**config.mk**
```make
export PLATFORM = sky130hd
export DESIGN_NAME = exc_entry_seq
export DESIGN_NICKNAME = d
export VERILOG_FILES = /design/src/rtl/exc_pkg.sv /design/src/rtl/exc_arbiter.sv /design/src/rtl/exc_frame_former.sv /design/src/rtl/exc_entry_seq.sv
export SDC_FILE = /design/constraint.sdc
export NUM_CORES = 1
export LEC_CHECK = 0
export ABC_AREA = 1
export BUFFER_PORTS_ARGS = -buffer_cell sky130_fd_sc_hd__buf_2
export CORE_UTILIZATION = 54
export CTS_BUF_LIST = sky130_fd_sc_hd__clkbuf_16
export DETAILED_ROUTE_END_ITERATION = 8
export GPL_TIMING_DRIVEN = 0
export PLACE_DENSITY = 0.84
export RECOVER_POWER = 25
export SLEW_MARGIN = 20
export SYNTH_ARGS = -nofsm -noshare
export SYNTH_HDL_FRONTEND = slang
export SYNTH_HIERARCHICAL = 1
export SYNTH_SLANG_ARGS = --single-unit
export TNS_END_PERCENT = 10
```
**constraint.sdc**
```tcl
create_clock -name clk_i -period 0.8 [get_ports clk_i]
set_input_delay 0.04 -clock clk_i [delete_from_list [all_inputs] [get_ports clk_i]]
set_output_delay 0.04 -clock clk_i [all_outputs]
set_load 0.005 [all_outputs]
```
**src/rtl/exc_pkg.sv**
```systemverilog
package exc_pkg;
    localparam int XLEN   = 32;
    localparam int NCAUSE = 10;
    localparam int CW     = $clog2(NCAUSE);

    typedef enum logic [CW-1:0] {
        C_RESET = 4'd0, C_MCHK  = 4'd1, C_DFAULT = 4'd2, C_IFAULT = 4'd3,
        C_EXT   = 4'd4, C_ALIGN = 4'd5, C_PROG   = 4'd6, C_FPUN   = 4'd7,
        C_DEC   = 4'd8, C_SCALL = 4'd9
    } cause_e;

    // machine-state bit positions
    localparam int B_LE  = 0;
    localparam int B_FE1 = 8;
    localparam int B_FE0 = 11;
    localparam int B_ME  = 12;
    localparam int B_EE  = 15;
    localparam int B_ILE = 16;
    localparam logic [XLEN-1:0] ENTRY_CLR = 32'h0000_EF32;
    localparam logic [XLEN-1:0] LOW_HALF  = 32'h0000_FFFF;
    localparam logic [XLEN-1:0] PROG_BASE = 32'h0001_0000;
    localparam logic [XLEN-1:0] STORE_BIT = 32'h0200_0000;

    // highest priority first
    localparam logic [CW-1:0] PRIO [NCAUSE] = '{
        4'd0, 4'd1, 4'd3, 4'd2, 4'd5, 4'd6, 4'd7, 4'd9, 4'd4, 4'd8
    };

    function automatic logic [XLEN-1:0] vec_of(input cause_e c);
        logic [XLEN-1:0] v;
        unique case (c)
            C_SCALL: v = 32'h0000_0C00;
            default: v = XLEN'({c, 8'h00}) + 32'h0000_0100;
        endcase
        return v;
    endfunction

    function automatic logic [XLEN-1:0] fault_word(input logic [1:0] code);
        logic [XLEN-1:0] w;
        unique case (code)
            2'd1:    w = 32'h4000_0000;
            2'd2:    w = 32'h0800_0000;
            2'd3:    w = 32'h1000_0000;
            default: w = '0;
        endcase
        return w;
    endfunction

    function automatic logic [XLEN-1:0] prog_bit(input logic [1:0] kind);
        return XLEN'(32'h0010_0000 >> kind);
    endfunction

    function automatic logic saves_current(input cause_e c);
        return (c == C_MCHK) || (c == C_ALIGN) || (c == C_PROG) || (c == C_FPUN);
    endfunction

    function automatic logic clears_upper(input cause_e c);
        return (c == C_DFAULT) || (c == C_IFAULT) || (c == C_PROG) || (c == C_FPUN);
    endfunction
endpackage

```
**src/rtl/exc_arbiter.sv**
```systemverilog
module exc_arbiter
    import exc_pkg::*;
(
    input  logic [NCAUSE-1:0] req_i,
    input  logic [XLEN-1:0]   msr_i,
    input  logic [1:0]        prog_kind_i,
    output logic              hit_o,
    output cause_e            sel_o
);
    logic [NCAUSE-1:0] elig;
    logic              fp_drop;
    logic              ee_on;

    assign fp_drop = (prog_kind_i == 2'd0) && !msr_i[B_FE0] && !msr_i[B_FE1];
    assign ee_on   = msr_i[B_EE];

    generate
        for (genvar g = 0; g < NCAUSE; g++) begin : g_elig
            if (g == int'(C_MCHK)) begin : g_mchk
                assign elig[g] = req_i[g] && msr_i[B_ME];
            end else if (g == int'(C_EXT) || g == int'(C_DEC)) begin : g_mask
                assign elig[g] = req_i[g] && ee_on;
            end else if (g == int'(C_PROG)) begin : g_prog
                assign elig[g] = req_i[g] && !fp_drop;
            end else begin : g_plain
                assign elig[g] = req_i[g];
            end
        end
    endgenerate

    always_comb begin
        hit_o = 1'b0;
        sel_o = C_RESET;
        for (int i = NCAUSE - 1; i >= 0; i--) begin
            if (elig[PRIO[i]]) begin
                hit_o = 1'b1;
                sel_o = cause_e'(PRIO[i]);
            end
        end
    end
endmodule

```
**src/rtl/exc_frame_former.sv**
```systemverilog
module exc_frame_former
    import exc_pkg::*;
(
    input  cause_e          sel_i,
    input  logic [XLEN-1:0] pc_next_i,
    input  logic [XLEN-1:0] msr_i,
    input  logic [1:0]      prog_kind_i,
    input  logic [1:0]      fault_code_i,
    input  logic            fault_store_i,
    output logic [XLEN-1:0] srr0_o,
    output logic [XLEN-1:0] srr1_o,
    output logic [XLEN-1:0] msr_new_o,
    output logic [XLEN-1:0] vector_o,
    output logic [XLEN-1:0] dsisr_o
);
    logic [XLEN-1:0] fw;
    logic [XLEN-1:0] kept;

    assign fw = fault_word(fault_code_i);

    always_comb begin
        srr0_o = saves_current(sel_i) ? pc_next_i - XLEN'(4) : pc_next_i;
        kept   = clears_upper(sel_i) ? (msr_i & LOW_HALF) : msr_i;
        unique case (sel_i)
            C_IFAULT: srr1_o = kept | fw;
            C_PROG:   srr1_o = kept | PROG_BASE | prog_bit(prog_kind_i);
            default:  srr1_o = kept;
        endcase
    end

    always_comb begin
        msr_new_o       = msr_i & ~ENTRY_CLR;
        msr_new_o[B_LE] = msr_i[B_ILE];
        if (sel_i == C_MCHK) begin
            msr_new_o[B_ME] = 1'b0;
        end
    end

    assign vector_o = vec_of(sel_i);
    assign dsisr_o  = fw | (fault_store_i ? STORE_BIT : '0);
endmodule

```
**src/rtl/exc_entry_seq.sv**
```systemverilog
module exc_entry_seq
    import exc_pkg::*;
(
    input  logic              clk_i,
    input  logic              rst_ni,
    input  logic              entry_stb_i,
    input  logic [NCAUSE-1:0] req_i,
    input  logic [1:0]        prog_kind_i,
    input  logic [1:0]        fault_code_i,
    input  logic              fault_store_i,
    input  logic [XLEN-1:0]   pc_next_i,
    input  logic [XLEN-1:0]   msr_i,
    output logic              taken_o,
    output logic [XLEN-1:0]   vector_o,
    output logic [XLEN-1:0]   srr0_o,
    output logic [XLEN-1:0]   srr1_o,
    output logic [XLEN-1:0]   msr_new_o,
    output logic [XLEN-1:0]   dsisr_o
);
    typedef enum logic { ST_IDLE, ST_ENTERED } state_e;

    state_e state_q, state_d;
    logic   hit;
    cause_e sel;
    logic   accept;
    logic [XLEN-1:0] f_srr0, f_srr1, f_msr, f_vec, f_dsisr;

    exc_arbiter u_arb (
        .req_i       (req_i),
        .msr_i       (msr_i),
        .prog_kind_i (prog_kind_i),
        .hit_o       (hit),
        .sel_o       (sel)
    );

    exc_frame_former u_form (
        .sel_i         (sel),
        .pc_next_i     (pc_next_i),
        .msr_i         (msr_i),
        .prog_kind_i   (prog_kind_i),
        .fault_code_i  (fault_code_i),
        .fault_store_i (fault_store_i),
        .srr0_o        (f_srr0),
        .srr1_o        (f_srr1),
        .msr_new_o     (f_msr),
        .vector_o      (f_vec),
        .dsisr_o       (f_dsisr)
    );

    assign accept = entry_stb_i && hit;

    always_comb begin
        state_d = state_q;
        unique case (state_q)
            ST_IDLE:    if (accept) state_d = ST_ENTERED;
            ST_ENTERED: state_d = accept ? ST_ENTERED : ST_IDLE;
            default:    state_d = ST_IDLE;
        endcase
    end

    always_ff @(posedge clk_i or negedge rst_ni) begin
        if (!rst_ni) state_q <= ST_IDLE;
        else         state_q <= state_d;
    end

    always_ff @(posedge clk_i or negedge rst_ni) begin
        if (!rst_ni) begin
            vector_o  <= '0;
            srr0_o    <= '0;
            srr1_o    <= '0;
            msr_new_o <= '0;
            dsisr_o   <= '0;
        end else if (accept) begin
            vector_o  <= f_vec;
            srr0_o    <= f_srr0;
            srr1_o    <= f_srr1;
            msr_new_o <= f_msr;
            if (sel == C_DFAULT) dsisr_o <= f_dsisr;
        end
    end

    assign taken_o = (state_q == ST_ENTERED);
endmodule

```
==> flow_metrics.tcl, run 1 <==
set metrics [dict create \
    status "complete, but fails checks" \
    violations "hold timing, setup timing" \
    fillCellCount 947 \
    drc 0 \
    fmax_ghz 0.767 \
    via_count 8143 \
    critical_path.startpoint "msr_i[15]" \
    cp_max_fo 6 \
    peakVddDrop_mv 1.51 \
    synth_most_common_cell "nand2_1" \
    synthTopCellsByArea "dfrtp_1 49%, nand2_1 25%, buf_4 8.8%" \
    post-dp-hpwl_microns 15400 \
    whs_ns -0.141 \
    cp.arrival_ns 1.62 \
    first_iter_violations 583 \
    place.gp.congestion 0.896 \
    wl_per_cell_microns 14.0 \
    cp.required_ns 1.12 \
    rows 44 \
    setup_violations 370 \
    htreeDepth 4 \
    initial_core_util_pct 56.2 \
    synth_area_leader_cell "dfrtp_1" \
    final.setup.tns_ns -78.53 \
    worstMarginPinSlew_ns 1.16 \
    die_w_microns 126 \
    ys_seq_elements 161 \
    r2r_setup_slack_ns 0.13 \
    finalNetCount 1584 \
    clock_latency_ns 0.42 \
    pwr-share-comb_pct 21.0 \
    cap_violations 0 \
    syn_inst 1105 \
    grt_overflow 0 \
    port_buffers 227 \
    synth_warnings 6 \
    fin_cells 1699 \
    placed_cells 1581 \
    slew_headroom_pct 23.0 \
    finalClockSkew_ns 0 \
    cp-start-kind "primary input" \
    p_per_area_nw_per_um2 1880 \
    timing.final.ws_setup_ns -0.504 \
    multiInputGateArea_sq_um 3600 \
    cts_buffers 17 \
    leakage_nw 6.81 \
    cts.sinks 161 \
    wl_microns 23700 \
    synth.cells.most_frequent "548 x nand2_1, 161 x dfrtp_1, 97 x buf_4, 67 x nor2_1, 62 x inv_1" \
    pwr-share-clk_pct 35.7 \
    timing.rr.end "srr0_o[2]" \
    cts_tree "done" \
    die-area_sq_um 15800 \
    critPathKind "primary input to flip-flop" \
    clk_path_buf_depth 2 \
    grt_use_total_pct 30.7 \
    avgViaCountPerCell 4.79 \
    avgSynthCellArea_sq_um 7.50 \
    layout_min_cycle_time_ns 1.30 \
    cp-end-kind "flip-flop" \
    holdBufCountCts 64 \
    synth_edf_count 0 \
    die_y_microns 126 \
    rr_startpoint "srr0_o[2]" \
    area_growth_pct 43.4 \
    endpoint "srr0_o[16]" \
    p_seq_share_pct 43.3 \
    boundaryPins 243 \
    ys_seq_area_share_pct 48.6 \
    internal-power_w 0.0158 \
    switching_share_pct 29.4 \
    drive_above_1_share_pct 31.6 \
    grt_max_degree 84 \
    p_switching_w 0.00657 \
    rsz0062_at_grt "true" \
    hp-class "primary input to asynchronous set/reset pin" \
    grt_pass1_vias 8047 \
    clk_pin_slew_ns 0.07 \
    cts-root-buf "clkbuf_16" \
    synth-main-ff-cell "dfrtp_1" \
    synth_area_sq_um 8290 \
    grt_pass1_wl_microns 38400 \
    regArea_sq_um 4030 \
    ant_nets 0 \
    r2r_cells 2 \
    slew_viol_final 0 \
    coreArea_sq_um 14800 \
    finalCritPeriodShare_pct 163 \
    antenna_found_initial 1 \
    synth_top_area_share_pct 48.6 \
    final_util_pct 80.6 \
    synth_cell_type_count 31 \
    hold_viol 83 \
    synth-async-reset-ratio_pct 100 \
    first_pass_iters 6 \
]
-- kinds of logic after synthesis --
family | Yosys count | share of synthesized area (%)
AOI/OAI and AO/OA | 27 | 1.86
xor gates and xnor gates | 11 | 1.16
adders and majority gates | 1 | 0.151
buffers and inverters | 209 | 14.4
DFF | 161 | 48.6
other | 1 | 0.0452
and+or+nand+nor | 695 | 33.7
-- worst min path at each step --
stage,from,end
3_5_place_dp,rst_ni,msr_new_o[26]
5_1_grt,rst_ni,msr_new_o[26]
6_report,rst_ni,msr_new_o[26]
2_1_floorplan,rst_ni,dsisr_o[0]
4_1_cts,rst_ni,msr_new_o[26]
3_3_place_gp,msr_i[6],srr1_o[6]
-- final cells by class --
class                   count  share of cell area [%]
repair buffers            313                    17.5
inverters                  65                    2.12
well taps                 184                    1.94
flip-flops and latches    161                    33.9
multi-input cells         799                    30.3
clock inverters            15                    1.24
clock buffers              17                    3.58
diodes                      1                  0.0211
plain buffers             144                    9.42
-- worst max-delay path, cell delays in order --
cell and delay (ns):
buf_2 0.12, a31oi_1 0.31, nor3_4 0.08, inv_2 0.14, nand3_4 0.12, nand2_8 0.12
buf_12 0.13, nand3_4 0.16, o21ai_2 0.19, nand2_1 0.09, nand2_1 0.07, nand2_1 0.05
-- layout by cell type, fill, tap and decap left out, types with 3 or more instances in the layout --
cell	n
nor2_1	59
xor2_1	5
o21ai_2	3
inv_4	3
inv_1	57
nand2_4	6
clkinvlp_4	4
dlygate4sd3_1	64
xnor2_1	3
nand3_1	41
o21ai_0	5
nand3_4	8
nor2_4	10
buf_2	218
buf_12	3
o21ai_1	10
buf_6	21
nor2_2	7
clkbuf_4	5
clkbuf_16	17
inv_6	5
buf_8	8
buf_4	120
nand2_2	14
inv_2	6
nand2_1	531
nand3_2	6
xnor2_2	3
clkbuf_1	16
nand4_1	7
dfrtp_1	161
conb_1	65
-- layer usage --
| layer | up-vias | wire (microns) | track usage (%) |
|---|---|---|---|
| li1 | 4005 | - | - |
| met1 | 3739 | 9600 | 36.4 |
| met2 | 332 | 11700 | 52.5 |
| met3 | 67 | 1590 | 7.73 |
| met4 | 0 | 824 | 14.2 |
| met5 | - | 0 | 0 |
-- flip-flops by register name, summed over array words and instances (netlist names) --
register	count
msr_new_o	32
dsisr_o	32
vector_o	32
srr0_o	32
srr1_o	32
taken_o	1
-- power by group through the flow --
stage                     sequential (W)  combinational [W]  clock, W
after floorplan                  0.00988            0.00190         0
after global placement           0.00976            0.00379         0
after detailed placement         0.00979            0.00391         0
after CTS                        0.00966            0.00450   0.00802
after global routing             0.00978            0.00521   0.00836
final                            0.00968            0.00469   0.00797
-- what timing repair did --
item                                    CTS  global route
endpoints found under the setup margin  321           322
pin swaps                                19            30
gates cloned                              1             0
endpoints found under the hold margin   167            82
buffers inserted                         16             4
gates resized for setup                  93            53
-- stage by stage --
stage          worst slack [ns]  hold WS [ns]  power (W)  cell area [sq um]
3_5_place_dp              -1.03        0.0689     0.0137               9980
4_1_cts                  -0.414        -0.396     0.0222              11700
6_report                 -0.504        -0.141     0.0223              11900
2_1_floorplan            -0.586        -0.256     0.0118               8580
3_3_place_gp              -2.75         0.227     0.0136               9940
5_1_grt                  -0.545       -0.0377     0.0234              11900
No activity file was read; power rests on OpenSTA's default activity.
==> run 2: changes to the inputs <==
--- a/config.mk
+++ b/config.mk
@@ -5,13 +5,13 @@
 export SDC_FILE = /design/constraint.sdc
 export NUM_CORES = 1
 export LEC_CHECK = 0
-export ABC_AREA = 1
+export ABC_AREA = 0
 export BUFFER_PORTS_ARGS = -buffer_cell sky130_fd_sc_hd__buf_2
-export CORE_UTILIZATION = 54
+export CORE_UTILIZATION = 53
 export CTS_BUF_LIST = sky130_fd_sc_hd__clkbuf_16
 export DETAILED_ROUTE_END_ITERATION = 8
 export GPL_TIMING_DRIVEN = 0
-export PLACE_DENSITY = 0.84
+export PLACE_DENSITY = 0.83
 export RECOVER_POWER = 25
 export SLEW_MARGIN = 20
 export SYNTH_ARGS = -nofsm -noshare
==> run 2 against run 1 <==
  * The run still ends with hold timing, setup timing left
  * Cell area down 5.6%
  * Worst setup slack worse by 0.68 ns
  * Synthesized cell count down 45%
  * Wire length down 13%
  * Critical path type unchanged
  * Largest power group unchanged
  * Highest routed layer unchanged
==> flow_metrics.tcl, run 2 <==
set metrics [dict create \
    status "complete, but fails checks" \
    violations "hold timing, setup timing" \
    holdBufCountCts 36 \
    synthTopCellsByArea "dfrtp_1 51%, mux2_2 17%, buf_4 8.5%" \
    ys_seq_elements 161 \
    crit_chain "buf_8 -> o41ai_4 -> a21oi_2 -> o31a_1 -> buf_6 -> mux2_4 -> nand4_1 -> buf_6 -> buf_6 -> nor3_2 -> xor2_1 -> mux2_4" \
    p_per_area_nw_per_um2 2030 \
    wl_microns 20600 \
    boundaryPins 243 \
    cp.arrival_ns 2.29 \
    port_buffers 227 \
    die-area_sq_um 15400 \
    initial_core_util_pct 54.4 \
    setup_violations 357 \
    htreeDepth 4 \
    synth_edf_count 0 \
    grt_pass1_vias 5810 \
    p_total_w 0.0228 \
    synth-main-ff-cell "dfrtp_1" \
    finalClockSkew_ns 0 \
    cp_top_family "compound AO/OA/AOI/OAI gates" \
    antenna_found_initial 1 \
    finalCritPeriodShare_pct 248 \
    worstMarginPinSlew_ns 1.16 \
    worstSetupPathDepth 12 \
    slew_headroom_pct 22.7 \
    first_iter_violations 182 \
    drive_above_1_share_pct 59.8 \
    mostFrequentLayoutCell "buf_2" \
    whs_ns -0.135 \
    drc 0 \
    area_growth_pct 42.0 \
    cpPeakStageDelay_ns 0.44 \
    rsz0062_at_grt "true" \
    clk_pin_slew_ns 0.06 \
    grt_use_total_pct 25.6 \
    coreArea_sq_um 14500 \
    hp-class "primary input to asynchronous set/reset pin" \
    rr_startpoint "vector_o[31]" \
    synth_cell_type_count 43 \
    slew_viol_final 0 \
    finalNetCount 1046 \
    leakage_nw 5.72 \
    cts_tree "done" \
    route.met2.wl_microns 10500 \
    peakVddDrop_mv 1.54 \
    layout_common_cells "225 x buf_2, 161 x dfrtp_1, 97 x mux2_2, 93 x buf_4, 65 x conb_1" \
    wl_per_cell_microns 17.8 \
    grt_overflow 0 \
    synth_warnings 6 \
    routedLengthMet1_microns 7870 \
    post-dp-hpwl_microns 13400 \
    synth_area_leader_cell "dfrtp_1" \
    cp.required_ns 1.11 \
    cap_violations 0 \
    synth-async-reset-ratio_pct 100 \
    r2r_cells 1 \
    wl_met3_microns 1670 \
    synth_most_common_cell "dfrtp_1" \
    top_layer_used "met4" \
    cp-start-kind "primary input" \
    ys_seq_area_share_pct 51.0 \
    avgSynthCellArea_sq_um 13.1 \
    final.setup.tns_ns -181.38 \
    grt_max_degree 82 \
    r2r_setup_slack_ns -0.03 \
    clock_latency_ns 0.43 \
    final_util_pct 77.2 \
    crit_path_frequent_cell "buf_6" \
    clk_path_buf_depth 2 \
    synth.cells.most_frequent "161 x dfrtp_1, 120 x mux2_2, 89 x buf_4, 30 x mux2_4, 24 x xor2_1" \
    syn_inst 605 \
    synth_top_area_share_pct 51.0 \
    fillCellCount 893 \
    cp_slowest_cell "o41ai_4" \
    grt_pass1_wl_microns 29500 \
    cp_max_fo 7 \
    path_buf_inv 4 \
    timing.rr.end "vector_o[31]" \
    hold_viol 80 \
    rows 44 \
    die_w_microns 124 \
    place.gp.congestion 0.774 \
    via_count 5768 \
    timing.final.ws_setup_ns -1.19 \
    critPathKind "primary input to flip-flop" \
    synth_area_sq_um 7900 \
    die_y_microns 124 \
    cts_buffers 17 \
    fmax_ghz 0.504 \
    ant_nets 0 \
    cts-root-buf "clkbuf_16" \
    cts.sinks 161 \
    avgViaCountPerCell 4.97 \
    cp-end-kind "flip-flop" \
    layout_min_cycle_time_ns 1.99 \
    first_pass_iters 4 \
]
==> run 2: cell count changes after synthesis, sizes merged, moves of 7 or more <==
cell	before	now
nand2	553	16
mux2	0	161
nor2	76	11
inv	65	10
nand3	55	4
xor2	5	24
buf	128	111
nor4	0	16
o21ai	18	4
and2	1	9
nor3	3	10
==> run 2: logic make-up (layout without fill, tap and decap cells) <==
kind of cell / after synthesis / count (layout) / share of synthesized area [%]
AOI/OAI and AO/OA: 25 / 25 / 2.36
xor gates and xnor gates: 29 / 29 / 3.22
adders and majority gates: 1 / 1 / 0.158
buffers and inverters: 140 / 447 / 12.5
DFF: 161 / 161 / 51.0
muxes: 163 / 163 / 24.6
other: 1 / 66 / 0.0475
and+or+nand+nor: 85 / 85 / 6.10
==> run 2: what timing repair did <==
action                     in CTS  in global routing
cloned                          0                  4
setup endpoints to repair     322                322
resized for setup              58                 64
buffers inserted                7                  1
pin swaps                      11                  9
hold endpoints to repair      134                 80
==> run 2: cell type report <==
cell class / instances / area [sq um] / area share [%]
clock buffers: 17 / 425 / 3.79
inverters: 10 / 37.5 / 0.335
diodes: 1 / 2.50 / 0.0223
clock inverters: 15 / 158 / 1.41
flip-flops and latches: 161 / 4030 / 35.9
repair buffers: 276 / 1720 / 15.3
plain buffers: 129 / 1090 / 9.70
well taps: 184 / 230 / 2.05
multi-input cells: 368 / 3530 / 31.4
==> run 2: worst max path at each step <==
stage,from,to,slack [ns]
global route,msr_i[8],srr0_o[17],-1.24
CTS,msr_i[8],srr0_o[11],-1.13
detailed placement,prog_kind_i[1],srr0_o[31],-1.99
global placement,rst_ni,srr1_o[6],-2.77
finish,msr_i[8],srr0_o[15],-1.19
floorplan,prog_kind_i[1],srr0_o[11],-1.43
==> run 2: stage by stage <==
| stage | area (sq um) | setup WS (ns) | std cells |
|---|---|---|---|
| after detailed placement | 9600 | -1.99 | 1081 |
| after CTS | 10800 | -1.13 | 1155 |
| after floorplan | 8200 | -1.43 | 669 |
| after global routing | 11200 | -1.24 | 1161 |
| final | 11200 | -1.19 | 1161 |
| after global placement | 9570 | -2.77 | 1080 |
==> run 2: where the power goes <==
part           leakage [nW]  internal, W  switching [W]
combinational          3.53      0.00290        0.00194
sequential             1.91      0.00926       0.000639
clock                 0.280      0.00463        0.00344
total                  5.72       0.0168        0.00602
==> run 2: metal layers <==
| metal | vias to the layer above | GRT usage, % |
|---|---|---|
| li1 | 2648 | - |
| met1 | 2804 | 28.6 |
| met2 | 263 | 44.9 |
| met3 | 53 | 8.10 |
| met4 | 0 | 10.3 |
| met5 | - | 0 |
